## config.mk

```make
export PLATFORM = sky130hd
export DESIGN_NAME = cc_timer
export DESIGN_NICKNAME = d
export VERILOG_FILES = /design/src/rtl/cc_timer.sv
export SDC_FILE = /design/constraint.sdc
export NUM_CORES = 1
export LEC_CHECK = 0
export ABC_AREA = 1
export ABC_CLOCK_PERIOD_IN_PS = 1700
export BUFFER_PORTS_ARGS = -buffer_cell sky130_fd_sc_hd__buf_2
export CAP_MARGIN = 0
export CELL_PAD_IN_SITES_DETAIL_PLACEMENT = 1
export CELL_PAD_IN_SITES_GLOBAL_PLACEMENT = 2
export CORE_ASPECT_RATIO = 0.6
export CORE_MARGIN = 2
export CORE_UTILIZATION = 24
export DETAILED_ROUTE_END_ITERATION = 10
export GPL_ROUTABILITY_DRIVEN = 0
export PLACE_DENSITY_LB_ADDON = 0.1
export SLEW_MARGIN = 20
export SYNTH_ARGS = -nofsm -noshare
export SYNTH_HDL_FRONTEND = slang
export SYNTH_SLANG_ARGS = --single-unit
```

## constraint.sdc

```tcl
create_clock -name clk -period 1.7 [get_ports clk]
set_clock_uncertainty 0.15 [all_clocks]
set_input_delay 0.085 -clock clk [delete_from_list [all_inputs] [get_ports clk]]
set_output_delay 0.085 -clock clk [all_outputs]
set_load 0.05 [all_outputs]
```

## src/rtl/cc_timer.sv

```systemverilog
module cc_timer #(
  parameter int W  = 16,
  parameter int CH = 4,
  localparam int SW = $clog2(CH),
  localparam int CW = 2 * CH + 2
) (
  input  logic            clk,
  input  logic            rst_n,
  input  logic            cnt_en,
  input  logic            clr_pin,
  input  logic [CH-1:0]   cap_pin,
  input  logic [CW-1:0]   ctrl,
  input  logic            wr_en,
  input  logic [SW-1:0]   wr_sel,
  input  logic [W-1:0]    wr_data,
  output logic [W-1:0]    count,
  output logic [CH*W-1:0] chan_val,
  output logic [CH-1:0]   irq,
  output logic [CH-1:0]   conv_trig
);

  logic [1:0]    clr_sy;
  logic          clr_d;
  logic [CH-1:0] pin_s1, pin_s2, pin_d;

  always_ff @(posedge clk) begin
    if (!rst_n) begin
      clr_sy <= '0;
      clr_d  <= 1'b0;
      pin_s1 <= '0;
      pin_s2 <= '0;
      pin_d  <= '0;
    end else begin
      clr_sy <= {clr_sy[0], clr_pin};
      clr_d  <= clr_sy[1];
      pin_s1 <= cap_pin;
      pin_s2 <= pin_s1;
      pin_d  <= pin_s2;
    end
  end

  wire [1:0]    edge_sel = ctrl[CW-1:CW-2];
  wire [CH-1:0] mode     = ctrl[2*CH-1:CH];
  wire [CH-1:0] isel     = ctrl[CH-1:0];

  wire clr_rise = clr_sy[1] & ~clr_d;
  wire clr_fall = ~clr_sy[1] & clr_d;
  wire clr_hit  = (edge_sel == 2'b01 && clr_rise) ||
                  (edge_sel == 2'b00 && clr_fall) ||
                  (edge_sel == 2'b11 && (clr_rise || clr_fall));

  wire [CH-1:0] pin_rise = pin_s2 & ~pin_d;

  always_ff @(posedge clk) begin
    if (!rst_n)       count <= '0;
    else if (clr_hit) count <= '0;
    else if (cnt_en)  count <= count + 1'b1;
  end

  for (genvar m = 0; m < CH; m++) begin : g_ch
    logic [W-1:0] val;
    wire match = cnt_en && mode[m] && (count == val);

    always_ff @(posedge clk) begin
      if (!rst_n) begin
        val          <= '0;
        irq[m]       <= 1'b0;
        conv_trig[m] <= 1'b0;
      end else begin
        if (!mode[m] && cnt_en && pin_rise[m])
          val <= count;
        else if (mode[m] && wr_en && wr_sel == SW'(m))
          val <= wr_data;
        irq[m]       <= isel[m] ? pin_rise[m] : match;
        conv_trig[m] <= match;
      end
    end

    assign chan_val[m*W +: W] = val;
  end

endmodule

```

==> flow_summary.ini <==
[floorplan]
die_w_um = 207
io_pins = 125
initial_core_util = 0.245
core_area_mm2 = 0.0242
die_area_mm2 = 0.0260
die_y_um = 126
rows = 44

[timing]
fin_setup_tns_ns = 0
slew_viol_final = 0
worstMarginPinSlew_ns = 0.490
fin_crit_sh = 0.987
max_freq_mhz = 596
maxSlewHeadroom = 0.670
hold_violations = 0
fin_ws_ns = 0.0219
holdWs_ns = 0.0400
post-route-min-period_ns = 1.68
setup_viol = 0
rsz0062_at_grt = yes

[detailed_routing]
vias_per_cell = 4.60
highest_layer = met4
dr_wl_met3_mm = 1.40
wl_met2_mm = 12.0
num_vias = 6634
wire_per_inst_um = 19.7
drc_errors = 0
drt-met1-wl_mm = 14.7
drtAntennaViolNets = 0
dr.pass1.iters = 4
first_iter_violations = 333
drt-total-wl_mm = 28.3

[final_layout]
final-instance-count-excl-fill = 1441
final_area_mm2 = 0.00779
drive_gt1_frac = 0.211
area_growth_pct = 31.7
nFillCells = 3122
nets = 1153

[critical_path]
critPathMaxStageDelay_ns = 0.35
rrSetupSlack_ns = 0.02
worstPathMaxFanout = 6
timing.rr.end = count[6]
crit_family = simple AND/OR/NAND/NOR gates
reg2reg_depth = 9
end_kind = register
critPathBufInv = 3
cpMaxStageDelayCell = dfxtp_2
start_kind = register
arrival_ns = 1.85
reg2reg_from = clr_sy[1]
path_cells = inv_2 -> ha_4 -> o21ai_2 -> nor2_1 -> nor3_2 -> buf_6 -> buf_6 -> nand2_2 -> nor2_1
cp_data_required_time_ns = 1.87
path_class = register to register

[placed_design]
io_buffer_count = 124
detailed_place.area_mm2 = 0.00711
hpwlAfterDp_mm = 22.0
place_ws_ns = 0.0182
place_inst = 1396

[logic_synthesis]
synthArstFlopShare = 0
synthTopCellsByCount = nand2_1, o21ai_0, dfxtp_1, inv_1, nor2_1
yosysWarnings = 0
synth_edf_count = 0
synthTopCellsByArea = dfxtp_1, nand2_1, o21ai_0, a21oi_1, inv_1
synthFlopType = dfxtp_1
yosysMostFrequentCell = nand2_1
ys_ff_latch = 103
seq_area_frac_synth = 0.349
synth_cell_type_count = 31
synth_fp_nets = 986
syn_avg_cell_area_um2 = 6.25
synthesis.instances = 946
synth_top_area_share = 0.349
syn-cell-area_mm2 = 0.00591
synth_top_cell_by_area = dfxtp_1

[cts]
cts_tree = done
clockBufferDepth = 2
cts-buffers-inserted = 9
cts_max_level = 3
cts_root_buf = clkbuf_16
cts.sink_count = 103
path_clk_slew_ns = 0.08
clk_latency_ns = 0.37

[power_and_ir_drop]
p_per_area_mw_per_mm2 = 804
p_leak_nw = 3.85
ir_drop_v = 0.000445

[grt]
grt_max_degree = 64
antenna_found_initial = 0
grt_use_total = 0.224
grt_overflow = 0
grt_pass1_vias = 6708
grt_pass1_wl_mm = 42.4

[hold_path]
hp-start = rst_n
hold_class = input port to register
min_to = clr_sy[1]
min_path_cells = 4

[run_status]
outcome = completed

[flow_run]
drv_cap = 0
## through the flow
stage          total power [mW]  utilization
3_5_place_dp               3.82        0.294
4_1_cts                    6.31        0.318
6_report                   6.26        0.322
2_1_floorplan              3.41            -
3_3_place_gp               3.82        0.294
5_1_grt                    6.55        0.322
## cells by family after synthesis
logic type | after synthesis | synth area share
flip-flops | 103 | 0.349
AO/OA/AOI/OAI | 230 | 0.196
AND/OR/NAND/NOR | 440 | 0.311
XOR/XNOR | 17 | 0.0252
adder cells (fa/ha/maj) | 3 | 0.00635
buffers and inverters | 153 | 0.113
## cell type report
type,count,area [um^2],share of cell area
tap,322,403,0.0517
antenna,1,2.50,0.000321
clock inverter,5,78.8,0.0101
inverter,110,417,0.0535
timing repair buffer,199,1320,0.169
clock buffer,11,253,0.0325
sequential,103,2070,0.266
multi-input combinational,690,3240,0.417
## timing repair
item	CTS	global route
setup buffers	0	2
hold buffers	25	0
hold endpoints to repair	49	0
setup endpoints to repair	0	16
resized for setup	0	29
## layout by cell type (no fill, tap or decap), types with 3 or more instances in the layout
cell	count
a21oi_1	81
buf_12	5
buf_2	124
buf_4	43
clkbuf_16	9
clkinv_2	3
dfxtp_1	94
dfxtp_2	9
dlygate4sd3_1	25
inv_1	99
inv_2	9
nand2_1	276
nand2_4	6
nand3_1	23
nand3b_1	6
nand4_1	3
nor2_1	94
nor2_2	4
nor2_4	3
nor3_1	14
o21ai_0	127
o21ai_1	18
xnor2_1	15
## registers in the layout, summed over array words and instances (netlist names)
register   flops
g_ch.val      64
pin_s1         4
conv_trig      4
clr_d          1
count         16
pin_s2         4
irq            4
clr_sy         2
pin_d          4
## worst max path at each step
stage	cells past startpoint	startpoint	slack, ns	to
2_1_floorplan	7	count[3]	-0.009	count[14]
3_3_place_gp	8	clr_sy[1]	0.02	count[11]
3_5_place_dp	8	clr_sy[1]	0.02	count[11]
4_1_cts	8	clr_sy[1]	0.007	count[11]
5_1_grt	9	clr_sy[1]	-0.07	count[6]
6_report	9	clr_sy[1]	0.02	count[6]
## per-layer routing
| layer | track usage | vias to the layer above |
|---|---|---|
| li1 | - | 3345 |
| met3 | 0.0386 | 13 |
| met1 | 0.343 | 3168 |
| met2 | 0.325 | 108 |
| met4 | 0.0424 | 0 |
| met5 | 0 | - |
## worst min-delay path, cell delays in order
cell     delay (ns)
buf_2          0.13
buf_4          0.21
nand2_1        0.08
inv_1          0.03
## power by group
part	total, mW	internal (mW)	switching (mW)	leakage [nW]
clock network	2.44	1.37	1.07	0.166
logic	1.20	0.369	0.826	2.84
registers	2.62	2.51	0.108	0.844
total	6.26	4.26	2.00	3.85
Note: power is estimated with default switching activity, not from simulation.
